## src/rtl/i2cs_pkg.sv

```systemverilog
package i2cs_pkg;
  localparam int CMD_W  = 2;
  localparam int NFLAG  = 3;
  localparam int FLG_AM = 0;
  localparam int FLG_DR = 1;
  localparam int FLG_PR = 2;

  typedef enum logic [2:0] {
    ST_IDLE,
    ST_ADDR,
    ST_RX,
    ST_TX,
    ST_WAIT
  } seq_state_e;

  typedef enum logic [CMD_W-1:0] {
    CMD_NOP  = 2'd0,
    CMD_RSVD = 2'd1,
    CMD_DONE = 2'd2,
    CMD_NEXT = 2'd3
  } cmd_e;

  typedef struct packed {
    logic       clr_flags;
    logic       do_ack;
    logic       set_drdy;
    logic       load_tx;
    logic       go;
    seq_state_e nxt;
  } cmd_act_t;
endpackage

```

## src/rtl/i2cs_flag_bank.sv

```systemverilog
module i2cs_flag_bank #(
  parameter int NF = 3
) (
  input  logic          clk,
  input  logic          rst_n,
  input  logic [NF-1:0] set_i,
  input  logic [NF-1:0] clr_i,
  output logic [NF-1:0] q_o
);
  // a set in the same cycle as a clear wins
  for (genvar g = 0; g < NF; g++) begin : g_flag
    always_ff @(posedge clk) begin
      if (!rst_n) q_o[g] <= 1'b0;
      else        q_o[g] <= set_i[g] | (q_o[g] & ~clr_i[g]);
    end
  end
endmodule

```

## src/rtl/i2cs_cmd_decode.sv

```systemverilog
module i2cs_cmd_decode
  import i2cs_pkg::*;
(
  input  logic             cmd_wr_i,
  input  logic [CMD_W-1:0] cmd_i,
  input  logic             waiting_i,
  input  logic             amatch_i,
  input  logic             drdy_i,
  input  logic             dir_i,
  input  logic             smart_i,
  output cmd_act_t         act_o
);
  logic live;
  logic data_ev;

  assign data_ev = drdy_i && !amatch_i;

  always_comb begin
    act_o     = '0;
    act_o.nxt = ST_WAIT;
    live      = 1'b0;
    if (cmd_wr_i) begin
      case (cmd_e'(cmd_i))
        CMD_DONE, CMD_NEXT: act_o.clr_flags = 1'b1;
        default:            act_o.clr_flags = 1'b0;
      endcase
    end
    live = act_o.clr_flags && waiting_i;
    if (live) begin
      act_o.go = 1'b1;
      if (cmd_e'(cmd_i) == CMD_DONE) begin
        act_o.nxt    = ST_IDLE;
        act_o.do_ack = !dir_i && !(smart_i && data_ev);
      end else if (amatch_i) begin
        act_o.do_ack = 1'b1;
        if (dir_i) begin
          act_o.set_drdy = 1'b1;
          act_o.nxt      = ST_WAIT;
        end else begin
          act_o.nxt = ST_RX;
        end
      end else if (data_ev) begin
        if (dir_i) begin
          act_o.load_tx = 1'b1;
          act_o.nxt     = ST_TX;
        end else begin
          act_o.do_ack = !smart_i;
          act_o.nxt    = ST_RX;
        end
      end else begin
        act_o.go = 1'b0;
      end
    end
  end
endmodule

```

## src/rtl/i2cs_seq_fsm.sv

```systemverilog
module i2cs_seq_fsm
  import i2cs_pkg::*;
#(
  parameter int DATA_W = 8
) (
  input  logic              clk,
  input  logic              rst_n,
  input  logic              fe_start_i,
  input  logic              fe_stop_i,
  input  logic              fe_addr_i,
  input  logic              fe_rw_i,
  input  logic              fe_byte_i,
  input  logic [DATA_W-1:0] fe_data_i,
  input  logic              fe_mack_i,
  input  logic              fe_nack_i,
  input  logic              rx_ready_i,
  input  logic              cfg_smart_i,
  input  logic              cfg_group_i,
  input  logic              cfg_ackact_i,
  input  logic [DATA_W-1:0] tx_data_i,
  input  cmd_act_t          act_i,
  input  logic              drdy_i,
  output seq_state_e        state_o,
  output logic              dir_o,
  output logic [DATA_W-1:0] rx_data_o,
  output logic              ack_pulse_o,
  output logic              ack_nack_o,
  output logic              tx_load_o,
  output logic [DATA_W-1:0] tx_byte_o,
  output logic              mnack_o,
  output logic [NFLAG-1:0]  set_o,
  output logic [NFLAG-1:0]  clr_o
);
  seq_state_e st_q, st_d;
  logic addressed_q;
  logic kill, ev_addr, ev_byte, ev_mack, smart_rd, ack_now;

  assign kill     = fe_start_i || fe_stop_i;
  assign ev_addr  = fe_addr_i && (st_q == ST_ADDR) && !kill;
  assign ev_byte  = fe_byte_i && (st_q == ST_RX) && !kill;
  assign ev_mack  = fe_mack_i && (st_q == ST_TX) && !kill;
  assign smart_rd = cfg_smart_i && (st_q == ST_WAIT) && drdy_i && !dir_o
                    && rx_ready_i && !kill;
  assign ack_now  = (act_i.do_ack || smart_rd) && !kill;

  always_comb begin
    set_o          = '0;
    clr_o          = '0;
    set_o[FLG_AM]  = ev_addr;
    set_o[FLG_DR]  = (ev_byte || ev_mack || act_i.set_drdy) && !kill;
    set_o[FLG_PR]  = fe_stop_i && (!cfg_group_i || addressed_q);
    clr_o[FLG_AM]  = act_i.clr_flags || kill;
    clr_o[FLG_DR]  = act_i.clr_flags || kill || smart_rd;
    clr_o[FLG_PR]  = act_i.clr_flags;
  end

  always_comb begin
    st_d = st_q;
    if (fe_start_i)                          st_d = ST_ADDR;
    else if (fe_stop_i)                      st_d = ST_IDLE;
    else if (ev_addr || ev_byte || ev_mack)  st_d = ST_WAIT;
    else if (act_i.go)                       st_d = act_i.nxt;
    else if (smart_rd)                       st_d = ST_RX;
  end

  always_ff @(posedge clk) begin
    if (!rst_n) begin
      st_q        <= ST_IDLE;
      dir_o       <= 1'b0;
      addressed_q <= 1'b0;
      rx_data_o   <= '0;
      ack_pulse_o <= 1'b0;
      ack_nack_o  <= 1'b0;
      tx_load_o   <= 1'b0;
      tx_byte_o   <= '0;
      mnack_o     <= 1'b0;
    end else begin
      st_q        <= st_d;
      ack_pulse_o <= ack_now;
      ack_nack_o  <= ack_now && cfg_ackact_i;
      tx_load_o   <= act_i.load_tx && !kill;
      if (fe_start_i)   dir_o <= 1'b0;
      else if (ev_addr) dir_o <= fe_rw_i;
      if (fe_stop_i)    addressed_q <= 1'b0;
      else if (ev_addr) addressed_q <= 1'b1;
      if (ev_byte)      rx_data_o <= fe_data_i;
      if (act_i.load_tx && !kill) tx_byte_o <= tx_data_i;
      if (ev_mack)      mnack_o <= fe_nack_i;
    end
  end

  assign state_o = st_q;
endmodule

```

## src/rtl/i2c_cmd_seq.sv

```systemverilog
module i2c_cmd_seq
  import i2cs_pkg::*;
#(
  parameter int DATA_W = 8
) (
  input  logic              clk,
  input  logic              rst_n,
  input  logic              cfg_ackact_i,
  input  logic              cfg_smart_i,
  input  logic              cfg_group_i,
  input  logic              cmd_wr_i,
  input  logic [1:0]        cmd_i,
  input  logic              fe_start_i,
  input  logic              fe_stop_i,
  input  logic              fe_addr_i,
  input  logic              fe_rw_i,
  input  logic              fe_byte_i,
  input  logic [DATA_W-1:0] fe_data_i,
  input  logic              fe_mack_i,
  input  logic              fe_nack_i,
  input  logic [DATA_W-1:0] tx_data_i,
  input  logic              rx_ready_i,
  output logic              rx_valid_o,
  output logic [DATA_W-1:0] rx_data_o,
  output logic              amatch_o,
  output logic              drdy_o,
  output logic              prec_o,
  output logic              dir_o,
  output logic              scl_hold_o,
  output logic              ack_pulse_o,
  output logic              ack_nack_o,
  output logic              rx_arm_o,
  output logic              tx_load_o,
  output logic [DATA_W-1:0] tx_byte_o,
  output logic              mnack_o,
  output logic              bus_release_o
);
  cmd_act_t         act;
  seq_state_e       st;
  logic [NFLAG-1:0] flg, fset, fclr;

  i2cs_cmd_decode u_dec (
    .cmd_wr_i  (cmd_wr_i),
    .cmd_i     (cmd_i),
    .waiting_i (st == ST_WAIT),
    .amatch_i  (flg[FLG_AM]),
    .drdy_i    (flg[FLG_DR]),
    .dir_i     (dir_o),
    .smart_i   (cfg_smart_i),
    .act_o     (act)
  );

  i2cs_seq_fsm #(.DATA_W(DATA_W)) u_fsm (
    .clk          (clk),
    .rst_n        (rst_n),
    .fe_start_i   (fe_start_i),
    .fe_stop_i    (fe_stop_i),
    .fe_addr_i    (fe_addr_i),
    .fe_rw_i      (fe_rw_i),
    .fe_byte_i    (fe_byte_i),
    .fe_data_i    (fe_data_i),
    .fe_mack_i    (fe_mack_i),
    .fe_nack_i    (fe_nack_i),
    .rx_ready_i   (rx_ready_i),
    .cfg_smart_i  (cfg_smart_i),
    .cfg_group_i  (cfg_group_i),
    .cfg_ackact_i (cfg_ackact_i),
    .tx_data_i    (tx_data_i),
    .act_i        (act),
    .drdy_i       (flg[FLG_DR]),
    .state_o      (st),
    .dir_o        (dir_o),
    .rx_data_o    (rx_data_o),
    .ack_pulse_o  (ack_pulse_o),
    .ack_nack_o   (ack_nack_o),
    .tx_load_o    (tx_load_o),
    .tx_byte_o    (tx_byte_o),
    .mnack_o      (mnack_o),
    .set_o        (fset),
    .clr_o        (fclr)
  );

  i2cs_flag_bank #(.NF(NFLAG)) u_flags (
    .clk   (clk),
    .rst_n (rst_n),
    .set_i (fset),
    .clr_i (fclr),
    .q_o   (flg)
  );

  assign amatch_o      = flg[FLG_AM];
  assign drdy_o        = flg[FLG_DR];
  assign prec_o        = flg[FLG_PR];
  assign scl_hold_o    = (st == ST_WAIT);
  assign rx_arm_o      = (st == ST_RX);
  assign bus_release_o = (st == ST_IDLE);
  assign rx_valid_o    = flg[FLG_DR] && !dir_o;
endmodule

```

## config.mk

```make
export PLATFORM = sky130hd
export DESIGN_NAME = i2c_cmd_seq
export DESIGN_NICKNAME = d
export VERILOG_FILES = /design/src/rtl/i2cs_pkg.sv /design/src/rtl/i2cs_flag_bank.sv /design/src/rtl/i2cs_cmd_decode.sv /design/src/rtl/i2cs_seq_fsm.sv /design/src/rtl/i2c_cmd_seq.sv
export SDC_FILE = /design/constraint.sdc
export NUM_CORES = 1
export LEC_CHECK = 0
export ABC_AREA = 1
export BUFFER_PORTS_ARGS = -buffer_cell sky130_fd_sc_hd__buf_2
export CORE_MARGIN = 2
export CORE_UTILIZATION = 41
export DETAILED_ROUTE_END_ITERATION = 6
export PLACE_DENSITY = 0.75
export SLEW_MARGIN = 20
export SYNTH_ARGS = -nofsm -noshare
export SYNTH_HDL_FRONTEND = slang
export SYNTH_SLANG_ARGS = --single-unit
export TNS_END_PERCENT = 100
```

## constraint.sdc

```tcl
create_clock -name clk -period 1.3 [get_ports clk]
set_clock_uncertainty 0.15 [all_clocks]
set_input_delay 0.325 -clock clk [delete_from_list [all_inputs] [get_ports clk]]
set_output_delay 0.325 -clock clk [all_outputs]
set_load 0.005 [all_outputs]
```

==> flow_summary.ini, run 1 <==
[routing]
vias = 1505
drc_errors = 0
wl_per_cell_um = 13.01
wl_mm = 3.878
drtPass1Iterations = 4
postRouteAntennaNets = 0
via_per_inst = 5.050
drt_iter0_drc = 36

[place]
place_congestion = 0.8304
dp_hpwl_mm = 2.394
io_buffers = 59

[power]
p_switching_mw = 0.3618
power.density_nw_per_um2 = 698.8
p_leak_nw = 1.081
intPower_mw = 1.254
sw_frac_of_total_pct = 22.39
power_mw = 1.616
combPwrFrac_pct = 11.5
p_clk_share_pct = 34.9
ir_drop_mv = 0.7749
seqPwrFrac_pct = 53.7

[sta]
setup_tns_ns = -5.131
fin_crit_sh_pct = 124.7
setup_viol = 31
hold_viol = 0
max_slew.worst_pin.slew_ns = 0.4514
rsz0062_at_grt = true
drv_slew = 0
min_period_ns = 1.621
max_freq_ghz = 0.6169
worst_slack_ns = -0.3210
slew_headroom_pct = 69.87

[clock_tree]
cts.sinks = 28
clock_path_buffers = 2
cts_root_buf = clkbuf_4
cts_tree = yes
insertion_delay_ns = 0.33
clk_pin_slew_ns = 0.15
cts_made_buffers = 3
htreeDepth = 1
hold_buffers = 0

[worst_setup_path]
rrSetupSlack_ns = -0.28
reg2reg_from = u_fsm.state_o[1]$_SDFFE_PP0P_
cp-end-kind = output port
worstSetupPathType = flop to output port
crit_path_start_kind = flop
crit_slowest_cell = dfxtp_2
crit_arrival_ns = 1.15
crit_fanout = 3
worstPathCellList = inv_4 > nor3_4 > buf_4 > buf_6
rr_endpoint = u_fsm.tx_byte_o[4]$_SDFFE_PN0P_
critPathTopFamily = flip-flops
ff2ff_path_depth = 8
slowest_delay_ns = 0.39
worstPathRequired_ns = 0.82
cp.buffers_inverters = 3

[yosys]
synth.area.mux_share_pct = 0
synthAdderAreaFrac_pct = 0
synth-simple-area-share_pct = 36.92
synth_cells = 169
synth_top_family_by_area = simple AND/OR/NAND/NOR gates
synth_compound_area_share_pct = 10.96
postSynthAreaPerCell_um2 = 7.500
synth_cell_types = 25
synth-xor-area-share_pct = 0
synth_nets = 201
seq_area_frac_synth_pct = 44.23
ys_seq_elements = 28
synth_area_um2 = 1267
yosys_warnings = 0

[floorplan]
die_h_um = 59.60
coreArea_um2 = 3003
dieArea_um2 = 3552
ios = 60
die_x_um = 59.60
rows = 20
initial_core_util_pct = 42.21

[global_routing]
overflow = 0
antenna_found_initial = 0
grt_max_degree = 17
grt_pass1_wl_mm = 5.802
grt_pass1_vias = 1362
grtUsageTotal_pct = 21.53

[min_path]
holdPathStages = 3
hp-start = cfg_ackact_i
hold_class = primary input to flop
min_to = u_fsm.ack_nack_o$_SDFF_PN0_

[finish]
antenna_cells = 0
finalNetCount = 298
syn_to_final_growth_pct = 82.43
layout-drive-gt1-share_pct = 64.53
final_util_pct = 77.00

[status]
status = finished, violations left
violations = setup timing

[job]
max-cap-violations = 0
through the flow:
step                      instance area, um2  instances  worst slack, ns  hold slack, ns
after floorplan                         1269        169       -0.0008430          0.2824
after global placement                  1727        275          -0.1954          0.2774
after detailed placement                1727        275          -0.2283          0.2940
after CTS                               2140        294          -0.3087         0.02388
after global routing                    2312        298          -0.3604         0.04549
final                                   2312        298          -0.3210         0.03348
power by group through the flow:
stage / logic (mW) / clock network [mW] / registers (mW)
2_1_floorplan: 0.0579 / 0 / 0.887
3_3_place_gp: 0.141 / 0 / 0.887
3_5_place_dp: 0.143 / 0 / 0.887
4_1_cts: 0.167 / 0.579 / 0.866
5_1_grt: 0.200 / 0.601 / 0.869
6_report: 0.185 / 0.563 / 0.867
registers in the layout, indices dropped and copies added (netlist names):
name,flops
u_fsm.rx_data_o,8
u_fsm.tx_byte_o,8
u_flags.q_o,3
u_fsm.state_o,3
u_fsm.ack_nack_o,1
u_fsm.ack_pulse_o,1
u_fsm.addressed_q,1
u_fsm.dir_o,1
u_fsm.mnack_o,1
u_fsm.tx_load_o,1
how the worst max path moves through the flow:
| stage | startpoint | end | slack, ns | depth (start not counted) |
|---|---|---|---|---|
| 2_1_floorplan | u_fsm.state_o[1]$_SDFFE_PP0P_ | u_fsm.rx_data_o[0]$_SDFFE_PN0P_ | -0.0008 | 6 |
| 5_1_grt | u_fsm.state_o[1]$_SDFFE_PP0P_ | rx_arm_o | -0.36 | 4 |
| 6_report | u_fsm.state_o[1]$_SDFFE_PP0P_ | rx_arm_o | -0.32 | 4 |
| 3_5_place_dp | cmd_i[0] | u_fsm.tx_byte_o[4]$_SDFFE_PN0P_ | -0.23 | 9 |
| 3_3_place_gp | cmd_i[0] | u_fsm.tx_byte_o[5]$_SDFFE_PN0P_ | -0.20 | 9 |
| 4_1_cts | u_fsm.state_o[1]$_SDFFE_PP0P_ | rx_arm_o | -0.31 | 4 |
repair_timing:
action	4_1_cts	5_1_grt
gates cloned	2	0
setup buffers	15	5
setup endpoints to repair	34	51
pin swaps	19	11
gates resized for setup	58	47
cell usage after synthesis:
cell type / number / area share, %
dfxtp_1: 28 / 44
nor3_4: 1 / 1.3
nand3b_2: 1 / 0.89
nor3_2: 1 / 0.79
nand2_2: 2 / 0.99
clkbuf_1: 1 / 0.30
buf_1: 1 / 0.30
nor2_4: 2 / 1.8
inv_1: 14 / 4.1
nand3_4: 1 / 1.4
nand2_1: 40 / 12
a21oi_2: 1 / 0.69
nor3_1: 3 / 1.2
nand4_2: 1 / 0.99
nor2_2: 2 / 0.99
o21ai_0: 9 / 3.6
buf_6: 1 / 0.89
clkinv_4: 2 / 1.4
nand3_1: 6 / 2.4
a21oi_1: 14 / 5.5
nand3_2: 5 / 3.9
nor4_1: 1 / 0.49
inv_2: 3 / 0.89
nor2_1: 27 / 8.0
o211ai_1: 2 / 1.2
tightest hold or removal path: stages:
cell    delay [ns]
buf_2         0.10
inv_1         0.04
nor2_1        0.03
final cells by class:
cell class | instances | area, um2
multi-input cells | 120 | 823.3
well taps | 33 | 41.29
inverters | 19 | 93.84
flip-flops and latches | 28 | 596.8
clock buffers | 3 | 22.52
fillers | 229 | 690.7
clock inverters | 1 | 30.03
repair buffers | 94 | 704.4
kinds of logic after synthesis:
family | Yosys count
flops | 28
buf+inv | 22
simple gates | 93
compound gates | 26
layer usage:
layer / wire, um / part of all wire (%) / global-route usage, %
met4: 70 / 1.8 / 6.349
met2: 2066 / 53 / 39.40
met3: 231 / 6.0 / 5.022
met5: 0 / 0 / 0
met1: 1510 / 39 / 24.66
placed cells by master (no fill, tap or decap), types with 3 or more instances in the layout:
| master | n |
|---|---|
| a21oi_2 | 9 |
| a21oi_1 | 6 |
| nor3_2 | 3 |
| o21ai_1 | 4 |
| nand3_1 | 5 |
| buf_6 | 23 |
| dfxtp_1 | 5 |
| nand2_2 | 6 |
| buf_2 | 48 |
| nand2_4 | 4 |
| clkbuf_4 | 3 |
| inv_1 | 12 |
| nand3_4 | 6 |
| o21ai_0 | 4 |
| nor2_1 | 25 |
| dfxtp_2 | 20 |
| dfxtp_4 | 3 |
| buf_4 | 21 |
| nor2_4 | 5 |
| nand2_1 | 31 |
(Power assumes the default switching activity.)
==> run 2: changes to the inputs <==
--- a/config.mk
+++ b/config.mk
@@ -10,6 +10,7 @@
 export CORE_MARGIN = 2
 export CORE_UTILIZATION = 41
 export DETAILED_ROUTE_END_ITERATION = 6
+export HOLD_SLACK_MARGIN = 0.12
 export PLACE_DENSITY = 0.75
 export SLEW_MARGIN = 20
 export SYNTH_ARGS = -nofsm -noshare
==> run 2 against run 1 <==
The run still ends with setup timing left. Largest cell class is now buffers. Sequential share of layout area is 1.5 points lower. Cell area is 6.2% higher. Worst setup slack worse by 0.0024 ns. Highest routed layer unchanged. Via count is 3.7% higher. Global-route usage is 2.2 points higher. First-iteration DRC count is 69% higher. Core utilization is 4.7 points higher. Largest power group unchanged. Sequential power hardly changed. Maximum frequency is 0.15% lower. Flip-flop and latch count stayed put.
==> flow_summary.ini, run 2 (same netlist as run 1, synthesis figures left out) <==
[status]
status = finished, violations left
violations = setup timing

[sta]
max_freq_ghz = 0.6160
setup_viol = 34
slew_headroom_pct = 52.73
hold_viol = 0
drv_slew = 0
min_period_ns = 1.623
setup_tns_ns = -6.015
rsz0062_at_grt = true
fin_crit_sh_pct = 124.9
max_slew.worst_pin.slew_ns = 0.7037
worst_slack_ns = -0.3234

[finish]
layout-drive-gt1-share_pct = 57.95
top_regs = u_fsm.rx_data_o x8, u_fsm.tx_byte_o x8
syn_to_final_growth_pct = 93.68
final_cell_mix = 46 x buf_2, 33 x nand2_1, 25 x nor2_1
instances_no_fill = 316
final_common_cell = buf_2
finalNetCount = 316
antenna_cells = 0

[clock_tree]
clock_path_buffers = 2
cts_tree = yes
htreeDepth = 1
cts_root_buf = clkbuf_4
cts.sinks = 28
insertion_delay_ns = 0.33
cts_made_buffers = 3
clk_pin_slew_ns = 0.15

[routing]
vias = 1560
drt_iter0_drc = 61
wl_per_cell_um = 13.57
wl_mm = 4.288
drc_errors = 0
drtPass1Iterations = 4
via_per_inst = 4.937
postRouteAntennaNets = 0

[min_path]
hold_class = primary input to flop

[power]
power.density_nw_per_um2 = 676.5
ir_drop_mv = 0.7342
p_leak_nw = 1.144

[worst_setup_path]
cp-end-kind = output port
crit_slowest_cell = dfxtp_4
worstPathRequired_ns = 0.82
crit_path_start_kind = flop
crit_fanout = 6
slowest_delay_ns = 0.41
crit_arrival_ns = 1.15
worstPathCellList = nor3_4 > buf_4 > buf_6
worstSetupPathType = flop to output port

[global_routing]
antenna_found_initial = 0
overflow = 0
grt_pass1_vias = 1486
grt_pass1_wl_mm = 6.361
grtUsageTotal_pct = 23.70
grt_max_degree = 17

[floorplan]
die_x_um = 59.60
ios = 60
rows = 20
die_h_um = 59.60
dieArea_um2 = 3552
initial_core_util_pct = 42.21
coreArea_um2 = 3003

[place]
place_congestion = 0.8304
dp_cells = 275
dp_hpwl_mm = 2.394
io_buffers = 59

[job]
max-cap-violations = 0
## run 2: cell count changes in the layout (fill, tap and decap cells not counted), sizes merged
| cell | previous run | this run |
|---|---|---|
| dlygate4sd3 | 0 | 19 |
| buf | 94 | 93 |
## run 2: worst max-delay path, delay by kind of cell (launching register included)
kind                   cells  cell delay [ns]
flip-flops                 1             0.41
buffers and inverters      2             0.22
AND/OR/NAND/NOR            1             0.19
## run 2: per-layer routing
metal	global-route usage, %	share of wire [%]	vias to the layer above
met1	25.07	36	719
met2	46.31	57	60
met3	5.240	5.8	8
li1	-	-	773
met5	0	0	-
met4	6.349	1.4	0
## run 2: layout make-up
type,count,area (um2)
Sequential cell,28,596.8
Inverter,19,91.34
Tap cell,33,41.29
Timing Repair Buffer,112,884.6
Multi-Input combinational cell,120,788.3
Clock buffer,3,22.52
Clock inverter,1,30.03
Fill cell,191,548.0
## run 2: metrics by stage
| stage | total power [mW] | setup WS (ns) | area, um2 | utilization (%) | hold WS, ns |
|---|---|---|---|---|---|
| after floorplan | 0.9447 | -0.0008430 | 1269 | - | 0.2824 |
| after global placement | 1.028 | -0.1954 | 1727 | 57.50 | 0.2774 |
| after detailed placement | 1.030 | -0.2283 | 1727 | 57.50 | 0.2940 |
| after CTS | 1.655 | -0.3087 | 2330 | 77.58 | 0.1218 |
| after global routing | 1.718 | -0.3737 | 2455 | 81.75 | 0.1379 |
| final | 1.661 | -0.3234 | 2455 | 81.75 | 0.1371 |
## run 2: final timing paths
check	depth (start not counted)	endpoint	slack [ns]	start
setup reg to reg	7	u_fsm.tx_byte_o[4]$_SDFFE_PN0P_	-0.28	u_fsm.state_o[2]$_SDFFE_PP0P_
hold reg to reg	2	u_fsm.tx_byte_o[6]$_SDFFE_PN0P_	0.32	u_fsm.tx_byte_o[6]$_SDFFE_PN0P_
hold / removal	3	u_fsm.dir_o$_SDFFE_PP0P_	0.14	fe_rw_i
setup / recovery	3	rx_arm_o	-0.32	u_fsm.state_o[2]$_SDFFE_PP0P_
## run 2: power by group
part	total [mW]	internal (mW)	switching [mW]
registers	0.866	0.859	0.00682
clock network	0.571	0.312	0.259
logic	0.224	0.117	0.107
## run 2: timing repair
item / CTS / global route
pin swaps: 19 / 6
endpoints found under the setup margin: 34 / 52
gates resized for setup: 58 / 34
hold buffers: 19 / 0
hold endpoints to repair: 19 / 0
buffers inserted: 15 / 4
gates cloned: 2 / 0
